## src/rtl/tracker_pkg.sv

```systemverilog
package tracker_pkg;
  localparam int WAYS  = 4;
  localparam int WAY_W = $clog2(WAYS);
  typedef logic [WAY_W-1:0] way_t;
  typedef logic [WAY_W-1:0] age_t;
  localparam age_t AGE_MRU = age_t'(0);
  localparam age_t AGE_LRU = age_t'(WAYS - 1);
endpackage

```

## src/rtl/shadow_age_update.sv

```systemverilog
module shadow_age_update
  import tracker_pkg::*;
(
  input  age_t ages_in  [WAYS],
  input  way_t tgt_way,
  input  age_t ref_age,
  output age_t ages_out [WAYS]
);
  always_comb begin
    for (int w = 0; w < WAYS; w++) begin
      if (way_t'(w) == tgt_way)      ages_out[w] = AGE_MRU;
      else if (ages_in[w] < ref_age) ages_out[w] = age_t'(ages_in[w] + age_t'(1));
      else                           ages_out[w] = ages_in[w];
    end
  end
endmodule

```

## src/rtl/shadow_lookup.sv

```systemverilog
module shadow_lookup
  import tracker_pkg::*;
#(
  parameter int TAG_W = 8
) (
  input  logic [TAG_W-1:0] set_tags [WAYS],
  input  logic [WAYS-1:0]  set_valid,
  input  age_t             set_ages [WAYS],
  input  logic [TAG_W-1:0] req_tag,
  input  logic             merged,
  output logic             tag_hit,
  output logic             data_hit,
  output logic             do_copy,
  output logic             delta_inc,
  output way_t             fill_way,
  output way_t             victim_way,
  output way_t             tgt_way,
  output age_t             next_ages [WAYS]
);
  logic [WAYS-1:0] hit_vec;
  way_t hit_way, lru_way;
  age_t ref_age;
  age_t upd [WAYS];

  always_comb begin
    hit_vec = '0;
    hit_way = '0;
    lru_way = '0;
    for (int w = 0; w < WAYS; w++)
      hit_vec[w] = set_valid[w] && (set_tags[w] == req_tag);
    for (int w = WAYS - 1; w >= 0; w--) begin
      if (hit_vec[w])               hit_way = way_t'(w);
      if (set_ages[w] == AGE_LRU)   lru_way = way_t'(w);
    end
    tag_hit    = |hit_vec;
    tgt_way    = tag_hit ? hit_way : lru_way;
    ref_age    = tag_hit ? set_ages[hit_way] : AGE_LRU;
    victim_way = (set_ages[0] > set_ages[1]) ? way_t'(0) : way_t'(1);
    // a target outside the data ways needs its tag swapped with the victim
    do_copy    = merged && tgt_way[WAY_W-1];
    data_hit   = tag_hit && !do_copy;
    fill_way   = do_copy ? victim_way : tgt_way;
    delta_inc  = tag_hit && ref_age[WAY_W-1];
  end

  shadow_age_update i_age (
    .ages_in  (set_ages),
    .tgt_way  (tgt_way),
    .ref_age  (ref_age),
    .ages_out (upd)
  );

  always_comb begin
    for (int w = 0; w < WAYS; w++) next_ages[w] = upd[w];
    if (do_copy) begin
      next_ages[victim_way] = AGE_MRU;
      next_ages[tgt_way]    = upd[victim_way];
    end
  end
endmodule

```

## src/rtl/delta_counter.sv

```systemverilog
module delta_counter #(
  parameter int CNT_W = 16
) (
  input  logic             clk,
  input  logic             rst_n,
  input  logic             clear,
  input  logic             inc,
  output logic [CNT_W-1:0] count
);
  always_ff @(posedge clk) begin
    if (!rst_n || clear)            count <= '0;
    else if (inc && (count != '1))  count <= count + CNT_W'(1);
  end
endmodule

```

## src/rtl/shadow_tag_tracker.sv

```systemverilog
module shadow_tag_tracker
  import tracker_pkg::*;
#(
  parameter int SETS  = 16,
  parameter int TAG_W = 8,
  parameter int CNT_W = 16,
  localparam int IDX_W = (SETS > 1) ? $clog2(SETS) : 1
) (
  input  logic             clk,
  input  logic             rst_n,
  input  logic             req_valid,
  output logic             req_ready,
  input  logic [IDX_W-1:0] req_index,
  input  logic [TAG_W-1:0] req_tag,
  input  logic             merged,
  input  logic             clear,
  output logic             resp_valid,
  output logic             resp_hit,
  output logic [1:0]       resp_way,
  output logic             fill_req,
  output logic [CNT_W-1:0] delta_count
);
  logic [TAG_W-1:0] tag_q   [SETS][WAYS];
  logic [WAYS-1:0]  valid_q [SETS];
  age_t             age_q   [SETS][WAYS];

  logic             busy_q;
  logic [TAG_W-1:0] buf_tag_q;
  logic             buf_vld_q;
  logic [IDX_W-1:0] pend_set_q;
  way_t             pend_way_q;

  logic [TAG_W-1:0] set_tags [WAYS];
  age_t             set_ages [WAYS];
  logic [WAYS-1:0]  set_valid;
  logic tag_hit, data_hit, do_copy, delta_inc, accept;
  way_t fill_way, victim_way, tgt_way;
  age_t next_ages [WAYS];

  assign req_ready = !busy_q;
  assign accept    = req_valid && !busy_q;

  always_comb begin
    for (int w = 0; w < WAYS; w++) begin
      set_tags[w] = tag_q[req_index][w];
      set_ages[w] = age_q[req_index][w];
    end
    set_valid = valid_q[req_index];
  end

  shadow_lookup #(.TAG_W(TAG_W)) i_lookup (
    .set_tags   (set_tags),
    .set_valid  (set_valid),
    .set_ages   (set_ages),
    .req_tag    (req_tag),
    .merged     (merged),
    .tag_hit    (tag_hit),
    .data_hit   (data_hit),
    .do_copy    (do_copy),
    .delta_inc  (delta_inc),
    .fill_way   (fill_way),
    .victim_way (victim_way),
    .tgt_way    (tgt_way),
    .next_ages  (next_ages)
  );

  // tag storage: the victim tag is captured in the buffer on the same edge
  // that the requested tag lands in the data way; the buffer drains next cycle
  always_ff @(posedge clk) begin
    if (accept && !data_hit) tag_q[req_index][fill_way] <= req_tag;
    if (busy_q)              tag_q[pend_set_q][pend_way_q] <= buf_tag_q;
    if (accept && do_copy)   buf_tag_q <= tag_q[req_index][victim_way];
  end

  always_ff @(posedge clk) begin
    if (!rst_n) begin
      for (int s = 0; s < SETS; s++) begin
        valid_q[s] <= '0;
        for (int w = 0; w < WAYS; w++) age_q[s][w] <= age_t'(w);
      end
      busy_q     <= 1'b0;
      buf_vld_q  <= 1'b0;
      pend_set_q <= '0;
      pend_way_q <= '0;
      resp_valid <= 1'b0;
      resp_hit   <= 1'b0;
      resp_way   <= '0;
      fill_req   <= 1'b0;
    end else begin
      resp_valid <= accept;
      busy_q     <= accept && do_copy;
      if (accept) begin
        resp_hit <= data_hit;
        resp_way <= fill_way;
        fill_req <= !data_hit;
        for (int w = 0; w < WAYS; w++) age_q[req_index][w] <= next_ages[w];
        if (!data_hit) valid_q[req_index][fill_way] <= 1'b1;
        if (do_copy) begin
          buf_vld_q  <= valid_q[req_index][victim_way];
          pend_set_q <= req_index;
          pend_way_q <= tgt_way;
        end
      end
      if (busy_q) valid_q[pend_set_q][pend_way_q] <= buf_vld_q;
    end
  end

  delta_counter #(.CNT_W(CNT_W)) i_delta (
    .clk   (clk),
    .rst_n (rst_n),
    .clear (clear),
    .inc   (accept && delta_inc),
    .count (delta_count)
  );
endmodule

```

## config.mk

```make
export PLATFORM = sky130hd
export DESIGN_NAME = shadow_tag_tracker
export DESIGN_NICKNAME = d
export VERILOG_FILES = /design/src/rtl/tracker_pkg.sv /design/src/rtl/shadow_age_update.sv /design/src/rtl/shadow_lookup.sv /design/src/rtl/delta_counter.sv /design/src/rtl/shadow_tag_tracker.sv
export SDC_FILE = /design/constraint.sdc
export NUM_CORES = 1
export LEC_CHECK = 0
export ABC_AREA = 1
export BUFFER_PORTS_ARGS = -buffer_cell sky130_fd_sc_hd__buf_2
export CAP_MARGIN = 20
export CORE_ASPECT_RATIO = 1.5
export CORE_UTILIZATION = 60
export CTS_CLUSTER_SIZE = 12
export DETAILED_ROUTE_END_ITERATION = 16
export PLACE_DENSITY_LB_ADDON = 0.2
export SYNTH_ARGS = -nofsm -noshare
export SYNTH_HDL_FRONTEND = slang
export SYNTH_SLANG_ARGS = --single-unit
```

## constraint.sdc

```tcl
create_clock -name clk -period 4.95 [get_ports clk]
set_input_delay 0.2475 -clock clk [delete_from_list [all_inputs] [get_ports clk]]
set_output_delay 0.2475 -clock clk [all_outputs]
set_load 0.05 [all_outputs]
```

# After elaboration in Yosys (flattened, before gate mapping)

Memory sizes are Yosys's and may differ from the RTL's.
Index checks and enable logic that the tools add are counted.

Logic and storage cells: 157
Memories kept: 3
Register bits after elaboration: 37
Output and inout bits: 22
Input port bits: 17
RAM bits: 704

Reduce and logical (&&, ||, !) cells: 30
Bitwise gates (word level): 7
$lt $le $gt $ge: 19
Mux-type cells: 71
Add/sub/neg operators: 5
Equality and inequality tests: 12

Memory list:

| memory  | depth | width | read ports | clocked after Yosys merged registers in | write ports | line                     | source |
|---|---|---|---|---|---|---|---|
| tag_q   | 16    | 32    | 1          | 0                                       | 1           | shadow_tag_tracker.sv:23 | `logic [TAG_W-1:0] tag_q [SETS][WAYS];` |
| age_q   | 16    | 8     | 1          | 0                                       | 16          | shadow_tag_tracker.sv:25 | `age_t age_q [SETS][WAYS];` |
| valid_q | 16    | 4     | 1          | 0                                       | 16          | shadow_tag_tracker.sv:24 | `logic [WAYS-1:0] valid_q [SETS];` |

Operators by type and width:

| operator                                                   | count |
|---|---|
| two-way mux 32 bit                                         | 4 |
| two-way mux 2 bit                                          | 25 |
| two-way mux 8 bit                                          | 6 |
| two-way mux 4 bit                                          | 10 |
| demux 8 bit (select 2 bit)                                 | 2 |
| == test 8 bit                                              | 4 |
| OR reduction 32 bit                                        | 1 |
| logical AND 1 bit                                          | 18 |
| adder 16 x 1 -> 16 bit, second input constant              | 1 |
| binary-select mux 8 bit (select 2 bit)                     | 1 |
| inequality test 16 bit, second input constant              | 1 |
| >= comparator 3 bit, second input constant                 | 5 |
| two-way mux 1 bit                                          | 15 |
| NOT 2 -> 3 bit                                             | 5 |
| less-than comparator 3 x 1 -> 1 bit, second input constant | 4 |
| OR reduction 4 bit                                         | 3 |
| less-than comparator 2 x 3 -> 1 bit, second input constant | 3 |
| adder 2 x 1 -> 2 bit, second input constant                | 4 |
| bitwise AND 8 bit                                          | 1 |
| binary-select mux 2 bit (select 2 bit)                     | 2 |
| bitwise mux 8 bit                                          | 1 |
| demux 2 bit (select 2 bit)                                 | 2 |
| == test 2 bit, second input constant                       | 4 |
| less-than comparator 2 bit                                 | 4 |
| other kinds (12)                                           | 18 |

# Longest topological paths before layout

Gate-level depths: netlist of run 1.
An unclocked memory read counts as a cell.

Depth after elaboration: 21
Mapped depth: 34
Mapped depth without buffers: 31

# By module

Synthesis of run 1 repeated with hierarchy kept, for this count alone.

Cell total of the unflattened synthesis: 2933
Area total of the unflattened synthesis: 32332.3 um^2

Modules (own cells, without submodules):

| module             | seq. area each (um^2) | cells an instance | area each (um^2) | times used |
|---|---|---|---|---|
| shadow_tag_tracker | 21640.8               | 2464              | 29891.2          | 1 |
| shadow_lookup      | 0.0                   | 259               | 1171.1           | 1 |
| delta_counter      | 320.3                 | 154               | 969.7            | 1 |
| shadow_age_update  | 0.0                   | 56                | 300.3            | 1 |

# Worst setup path after synthesis of run 1

No wires, ideal clock.

Kind: register to register
Start: register busy_q
End: memory tag_q[0][13] (netlist name), data pin
Stages on the path, launching flop included: 5
Library setup time: 0.701 ns
Data required time: 4.249 ns
Arrival time: 3.481 ns
Path buffers: 3
Period minus slack after synthesis: 4.182 ns
Path slack: 0.768 ns
Path through: dfxtp_1 > clkbuf_1 > clkbuf_1 > clkbuf_1 > o21ai_0

Longest elaborated chain between the ends: 4

RTL lines:

| what                                     | line                     | source |
|---|---|---|
| start: declaration                       | shadow_tag_tracker.sv:27 | `logic busy_q;` |
| start signal: assignment                 | shadow_tag_tracker.sv:91 | `busy_q <= accept && do_copy;` |
| two-way mux 1 bit                        | shadow_tag_tracker.sv:71 | `if (busy_q) tag_q[pend_set_q][pend_way_q] <= buf_tag_q;` |
| two-way mux 32 bit (not written as such) | shadow_tag_tracker.sv:71 |  |
| OR reduction 32 bit (no source line)     | --                       |  |
| two-way mux 32 bit (no source line)      | --                       |  |
| end: declaration                         | shadow_tag_tracker.sv:23 |  |

Every way passes these cells.

==> summary.md, run 1 <==
| Metric | Value |
|---|---|
| Most common cell after layout, fill and taps aside | `nand2_1` |
| Post-Synth Simple-Gate Area | `a little under a quarter` |
| Critical Path Slowest Stage Cell | `nand3_2` |
| DIE AREA | `roughly 55000 um2` |
| DR WL met2 | `roughly 45000 um` |
| Adder-Cell Fraction of Synth Area | `less than 1%` |
| Boundary pin count | `39` |
| Post-Syn Area | `between 30000 and 40000 um2` |
| Outcome | `completed` |
| CTS tree | `built` |
| Filler cells | `4077` |
| Warnings from Yosys | `0` |
| Crit share post-route | `between 80% and 90%` |
| Routed wire length | `about 90000 um` |
| Final setup violating endpoints | `0` |
| Drt initial violations | `2084` |
| Setup repair after global routing missed its margin | `false` |
| CTS resizes | `0` |
| Met1 WL | `31500 um` |
| Final ANT Viol Nets | `0` |
| Pre-CTS setup slack | `roughly 0.11 ns` |
| Total core area | `53600 um2` |
| Post-Synth XOR/XNOR Area | `less than 1%` |
| Mux contribution to synthesized area | `0%` |
| Num CTS Buffers | `73` |
| Min-Delay Path Class | `in2reg` |
| Fraction of registers with async set/reset | `0%` |
| Met3 wire len | `approximately 6500 um` |
| Via count | `between 20000 and 25000` |
| H-tree depth | `3` |
| Post-DP HPWL | `about 59000 um` |
| GRT Residual Overflow | `0` |
| CP max FO | `22` |
| Reg power frac | `52.6%` |
| Most frequent cells in the layout | `1367 x nand2_1, 712 x edfxtp_1, 321 x nor2_1, 117 x buf_4, 103 x nand3_1` |
| Later-pin clock latency in the skew report | `between 0.6 and 0.7 ns` |
| DR DRC count | `0` |
| Die Ht | `approximately 290 um` |
| Compound-Gate Fraction of Synth Area | `approximately 4.7%` |
| GRT Util Overall | `about a third` |
| TNS Setup | `0 ns` |
| Sw Share | `about a quarter` |
| Worst endpoint data arrival time | `4.81 ns` |
| Avg Synthesized Cell Area | `about 10 um2` |
| CTS sink count | `741` |
| Via density | `6.01` |
| Hold path depth | `3` |
| Post-synth EDFFs | `just over 700` |
| Area of the multi-input gates | `9570 um2` |
| Die Span X | `192 um` |
| Tmin final | `4.36 ns` |
| Total power | `approximately 13 mW` |
| Seq/Total Area, Yosys | `67.4%` |
| Max Slew Vio Count | `0` |
| Clk pwr share | `between 30 and 40%` |
| Final Skew | `approximately 0.022 ns` |
| VDD IR-drop max | `0.349 mV` |
| Yosys cell types | `45` |
| Psw | `between 3 and 4 mW` |
| Worst path most repeated cell | `nand2_1` |
| Largest family of logic cells by synthesized area | `simple AND/OR/NAND/NOR gates` |
| MaxCap Viol Count | `0` |
| Setup CP Type | `in2reg` |
| Top sig layer | `met5` |
| FMAX | `230 MHz` |
| Setup Buffers After CTS | `0` |
| Synth Instances | `approximately 3200` |
| First-pass GRT wire length | `~140000 um` |
| R2R cell count | `20` |
| Startpoint type of the worst setup path | `primary input` |
| Worst hold margin | `roughly 0.084 ns` |
| Final hold vios | `0` |
| Seq cells post-synth | `roughly 740` |
| Share of cells above drive strength 1 | `under 10%` |
| Root buffer cell | `clkbuf_16` |
| Net Count, Synth | `between 3000 and 4000` |
| Cell Rows | `around 100` |
| Final WS setup | `0.595 ns` |
| Cell-internal power | `slightly above 10 mW` |
| Max-slew headroom | `27.1%` |
| Top_reg_cell synth | `edfxtp_1` |
| Pre-antenna DRT Iters | `6` |
| Clock-pin slew on the worst setup and hold paths | `about 0.060 ns` |
| Leakage | `about 14 nW` |
| Nets | `3296` |
| Clock Path Buffers | `3` |
| Tightest Pin Transition | `around 1.1 ns` |
| Starting density of the core | `just over 60%` |
| Gate power share | `between 10% and 20%` |
| Crit. End Element | `register` |
| Synthesis-to-finish area growth | `11.2%` |
| Initial antenna violation count | `1` |
| Crit-path max cell delay | `0.41 ns` |
| Power per cell area | `between 300 and 400 nW/um2` |
| Vias in the first global route | `roughly 24000` |
| Crit path required time | `between 5 and 6 ns` |
| Largest net degree at the start of global routing | `90` |
| Placer Congestion | `between 1 and 1.5` |
| I/O Buffers | `38` |
| Routed WL per cell | `about 22 um` |
| FF+latch area | `approximately 22000 um2` |
-- area by class of cell --
class,count,share of cell area (%)
Sequential cell,741,60.7
Multi-Input combinational cell,2178,26.4
Clock buffer,98,5.33
Timing Repair Buffer,171,3.85
Tap cell,689,2.38
Inverter,103,1.08
Clock inverter,12,0.276
Antenna cell,2,0.0138
-- cell usage after synthesis (2+ instances only) --
master / instances / share of area [%]
xor2_1: 4 / 0.11
clkbuf_1: 44 / 0.51
a22oi_1: 101 / 2.3
nor2_1: 324 / 3.7
o21ai_0: 60 / 0.92
nand4_1: 90 / 1.7
nand2b_1: 4 / 0.077
edfxtp_1: 712 / 66
clkinv_1: 2 / 0.023
dfxtp_1: 29 / 1.8
o211ai_2: 2 / 0.077
buf_6: 8 / 0.28
xnor2_1: 3 / 0.081
inv_2: 7 / 0.081
o21ai_1: 16 / 0.25
o21a_1: 2 / 0.046
nor4_1: 2 / 0.038
a32oi_2: 2 / 0.10
ha_1: 11 / 0.42
nor2_4: 5 / 0.17
nand2_1: 1367 / 16
nand3_1: 103 / 1.6
nand3b_1: 2 / 0.046
buf_2: 80 / 1.2
nor2_2: 7 / 0.13
nor3_1: 11 / 0.17
buf_4: 16 / 0.37
inv_1: 93 / 1.1
a21oi_1: 46 / 0.71
nand2_2: 2 / 0.038
nor3b_1: 2 / 0.046
-- per-stage QoR --
stage | instance area (um2) | instances | utilization, %
floorplan | 32600 | 3171 | -
global placement | 34100 | 3880 | 63.7
detailed placement | 34200 | 3881 | 63.7
CTS | 36200 | 3992 | 67.5
global route | 36200 | 3992 | 67.5
finish | 36200 | 3994 | 67.5
-- state kept, by name, indices dropped and copies added, names as in the netlist --
signal,flops
buf_vld_q,1
busy_q,1
fill_req,1
age_q,128
pend_set_q,4
pend_way_q,2
resp_hit,1
resp_valid,1
i_delta.count,16
tag_q,512
resp_way,2
valid_q,64
buf_tag_q,8
-- cell families (layout without fill, tap and decap cells) --
kind of cell / Yosys count / after routing
and+or+nand+nor: 1925 / 1925
DFF: 741 / 741
adders and majority gates: 11 / 11
xor gates and xnor gates: 7 / 7
buffers and inverters: 252 / 384
AOI/OAI and AO/OA: 235 / 235
other: 0 / 2
-- worst max-delay path: cells and delay by family --
family          cells  cell delay (ns)
buf+inv             4             1.16
simple gates       16             2.22
fa+ha+maj           1             0.28
compound gates      5             0.86
-- layer usage --
metal	GRT usage, %	vias to the layer above
met5	0	-
met4	22.6	2
met3	4.54	322
met2	57.1	1192
met1	38.8	11519
li1	-	10949
-- final timing paths --
check                                      to    startpoint  slack (ns)
worst max register to register    age_q[1][2]  tag_q[0][26]        0.85
worst min-delay path            pend_set_q[2]  req_index[2]        0.08
worst min register to register    resp_way[0]   resp_way[0]        0.47
worst max-delay path              age_q[1][2]  req_index[1]        0.59
-- power by group through the flow --
stage	logic, mW	registers [mW]	clock network [mW]
after floorplan	0.808	7.19	0
after global placement	1.33	7.17	0
after detailed placement	1.35	7.17	0
after CTS	1.35	7.04	5.00
after global routing	1.48	7.05	5.20
final	1.38	7.04	4.98
-- timing repair --
item / in CTS / in global routing
hold buffers: 1 / 0
endpoints found under the setup margin: 0 / 0
endpoints found under the hold margin: 4 / 0
No activity file was read; power rests on OpenSTA's default activity.
==> run 2: changes to the inputs <==
--- a/config.mk
+++ b/config.mk
@@ -7,9 +7,10 @@
 export LEC_CHECK = 0
 export ABC_AREA = 1
 export BUFFER_PORTS_ARGS = -buffer_cell sky130_fd_sc_hd__buf_2
-export CAP_MARGIN = 20
+export CELL_PAD_IN_SITES_DETAIL_PLACEMENT = 0
+export CELL_PAD_IN_SITES_GLOBAL_PLACEMENT = 1
 export CORE_ASPECT_RATIO = 1.5
-export CORE_UTILIZATION = 60
+export CORE_UTILIZATION = 51
 export CTS_CLUSTER_SIZE = 12
 export DETAILED_ROUTE_END_ITERATION = 16
 export PLACE_DENSITY_LB_ADDON = 0.2
==> run 2 against run 1 <==
  * Sequential share of layout area shrank 0.22 points
  * Sequential power about the same
  * Routed wire length up 1.2%
  * Power rose by 1.3%
  * Worst hold slack worse by 0.047 ns
  * Clock power up 4%
  * Register-to-register slack better by 0.05 ns
  * Cell count rose by 2.9%
  * Die area increased by 17%
  * Global-route usage fell by 5.1 points
  * Cell area up 0.37%
  * Non-clock buffer count fell by 15
  * Critical endpoint is now age_q[6][3]
  * Largest power group unchanged
  * Highest routed layer unchanged
==> summary.md, run 2 (synthesis results as in run 1) <==
| Metric | Value |
|---|---|
| Total core area | `63200 um2 (+18%)` |
| Initial antenna violation count | `6 (+5)` |
| Final Skew | `0.0206 ns (-0.00173 ns)` |
| Clock Path Buffers | `3 (unchanged)` |
| Via count | `23416 (-2.4%)` |
| CTS sink count | `741 (unchanged)` |
| Tightest Pin Transition | `1.14 ns (+0.0530 ns)` |
| Critical Path Slowest Stage Cell | `nand2_1` |
| Die Ht | `311 um (+8.4%)` |
| Pre-CTS setup slack | `0.185 ns (+0.0706 ns)` |
| Most common cell after layout, fill and taps aside | `nand2_1` |
| GRT Util Overall | `28.3% (-5.1 points)` |
| Reg2reg end | `age_q[6][3]` |
| Die Span X | `208 um (+8.4%)` |
| Later-pin clock latency in the skew report | `0.63 ns (about the same)` |
| Crit. End Element | `register` |
| R2R setup slack | `0.90 ns (+0.05 ns)` |
| Routed wire length | `90800 um (+1.2%)` |
| Biggest regs | `tag_q x512, age_q x128, valid_q x64` |
| H-tree depth | `3 (unchanged)` |
| Max-slew headroom | `23.5% (-3.7 points)` |
| Min-Delay Path Class | `in2reg` |
| Worst hold endpoint | `pend_set_q[3]` |
| Setup Buffers After CTS | `0 (unchanged)` |
| Post-route insts no fill | `4108 (+2.9%)` |
| Crit-path max cell delay | `0.42 ns (about the same)` |
| Final WS setup | `0.809 ns (+0.214 ns)` |
| Vias in the first global route | `23109 (-2.8%)` |
| Setup CP Type | `in2reg` |
| Synthesis-to-finish area growth | `11.6%` |
| Via density | `5.70 (-5.1%)` |
| Worst path top cell family by delay | `simple AND/OR/NAND/NOR gates` |
| Placer Congestion | `0.929 (-8.5%)` |
| Max reg flops | `512 (unchanged)` |
| First-pass GRT wire length | `137000 um (+1.6%)` |
| Filler cells | `5414 (+33%)` |
| Share of cells above drive strength 1 | `8.64% (-0.32 points)` |
| Hold Startpoint | `req_index[3]` |
| Largest net degree at the start of global routing | `79 (-12%)` |
| Worst r2r src | `tag_q[11][7]` |
| Nets | `3282 (-0.42%)` |
| Starting density of the core | `51.5% (-9.2 points)` |
| TNS Setup | `0 ns (unchanged)` |
| DR DRC count | `0 (unchanged)` |
| Boundary pin count | `39 (unchanged)` |
| Power per cell area | `374 nW/um2 (+0.96%)` |
| Final instance area | `36300 um2 (+0.37%)` |
| Leakage | `13.7 nW (-0.32%)` |
| VDD IR-drop max | `0.337 mV (-3.6%)` |
| Startpoint type of the worst setup path | `primary input` |
| Final setup violating endpoints | `0 (unchanged)` |
| FMAX | `241 MHz (+5.2%)` |
| Max Slew Vio Count | `0 (unchanged)` |
| Hold path depth | `3 (unchanged)` |
| Most frequent cells in the layout | `1367 x nand2_1, 712 x edfxtp_1, 321 x nor2_1, 104 x buf_4, 103 x nand3_1` |
| Worst path most repeated cell | `nand2_1` |
| Worst endpoint data arrival time | `4.49 ns (-0.32 ns)` |
| Post-DP HPWL | `59900 um (+0.62%)` |
| Drt initial violations | `1881 (-9.7%)` |
| Clock-pin slew on the worst setup and hold paths | `0.06 ns (about the same)` |
| Top reg by flops | `tag_q` |
| Post-DP Area | `34200 um2 (about the same)` |
| DIE AREA | `64900 um2 (+17%)` |
| Outcome | `completed` |
| Tmin final | `4.14 ns (-0.214 ns)` |
| Cell Rows | `113 (+8.7%)` |
| GRT Residual Overflow | `0 (unchanged)` |
| Routed WL per cell | `22.1 um (-1.6%)` |
| CTS tree | `built` |
| Root buffer cell | `clkbuf_16` |
| I/O Buffers | `38 (unchanged)` |
| Num CTS Buffers | `74 (+1.4%)` |
| Pre-antenna DRT Iters | `5 (-1)` |
| Setup repair after global routing missed its margin | `false` |
| Crit share post-route | `83.7% (-4.3 points)` |
| CP max FO | `30 (+36%)` |
| Crit path required time | `5.30 ns (-0.10 ns)` |
| Worst Path Buf+Inv | `5 (+1)` |
| Final ANT Viol Nets | `0 (unchanged)` |
| Total power | `13.6 mW (+1.3%)` |
| MaxCap Viol Count | `0 (unchanged)` |
| R2R cell count | `26 (+30%)` |
| Inst Count DP | `3982 (+2.6%)` |
| Final hold vios | `0 (unchanged)` |
-- run 2: changes by cell type in the layout (fill, tap and decap cells not counted), sizes merged --
cell and change:
buf -15, clkinv +1, clkbuf +11, diode +2
inv -2, clkinvlp +1
-- run 2: per-layer routing --
metal | wire length [um] | vias to the layer above | track usage [%] | share of wire [%]
li1 | - | 10921 | - | -
met1 | 34600 | 11421 | 33.9 | 38
met2 | 46200 | 844 | 49.4 | 51
met3 | 5200 | 226 | 3.38 | 5.7
met4 | 4700 | 4 | 15.7 | 5.2
met5 | 22 | - | 0 | 0.024
-- run 2: how the worst max path moves through the flow --
| stage | slack (ns) | end | cells after the start | from |
|---|---|---|---|---|
| 3_5_place_dp | 0.19 | age_q[6][3] | 30 | req_index[1] |
| 2_1_floorplan | 0.77 | tag_q[0][13] | 4 | busy_q |
| 3_3_place_gp | 0.25 | age_q[4][3] | 30 | req_index[1] |
| 6_report | 0.81 | age_q[6][3] | 30 | req_index[1] |
| 5_1_grt | 0.36 | age_q[14][3] | 30 | req_index[1] |
| 4_1_cts | 0.86 | age_q[6][3] | 30 | req_index[1] |
-- run 2: power by group --
group	internal (mW)	leakage (nW)	switching (mW)
clock network	2.88	1.04	2.30
registers	7.01	6.70	0.0324
logic	0.343	5.97	1.02
total	10.2	13.7	3.35
-- run 2: metrics by stage --
| stage | hold WS [ns] | utilization, % |
|---|---|---|
| 2_1_floorplan | 0.425 | - |
| 3_3_place_gp | 0.479 | 54.1 |
| 5_1_grt | 0.0627 | 57.5 |
| 4_1_cts | 0.0102 | 57.5 |
| 6_report | 0.0367 | 57.5 |
| 3_5_place_dp | 0.475 | 54.1 |
-- run 2: worst register-to-register path: stages, from the launching register on --
cell and delay [ns]:
edfxtp_1 0.36, nand2_1 0.07, nand2_1 0.05, nand2_1 0.05
nand2_1 0.07, nand2_1 0.14, nand2_1 0.15, o21ai_1 0.24
inv_1 0.06, nor2_1 0.10, nand3_1 0.08, nor2_1 0.28
nor2_2 0.11, nor2_1 0.17, o21ai_1 0.08, a21oi_1 0.15
nor2_2 0.07, nor2_1 0.26, ha_1 0.30, nand2_1 0.10
nand2_1 0.05, nand2_1 0.05, nand2_1 0.06, nand3_1 0.07
nand2_1 0.07, nand2_1 0.42, nand3_1 0.16
-- run 2: cell type report --
type / count / area, um2 / share of cell area, %
clock buffers: 109 / 2060 / 5.66
diodes: 4 / 10.0 / 0.0275
flip-flops and latches: 741 / 22000 / 60.4
clock inverters: 12 / 95.1 / 0.262
repair buffers: 156 / 1260 / 3.46
inverters: 103 / 392 / 1.08
multi-input cells: 2178 / 9570 / 26.3
well taps: 805 / 1010 / 2.77
-- run 2: timing repair --
| action | 4_1_cts | 5_1_grt |
|---|---|---|
| resized for setup | 0 | 0 |
| endpoints found under the hold margin | 5 | 0 |
| hold buffers | 1 | 0 |
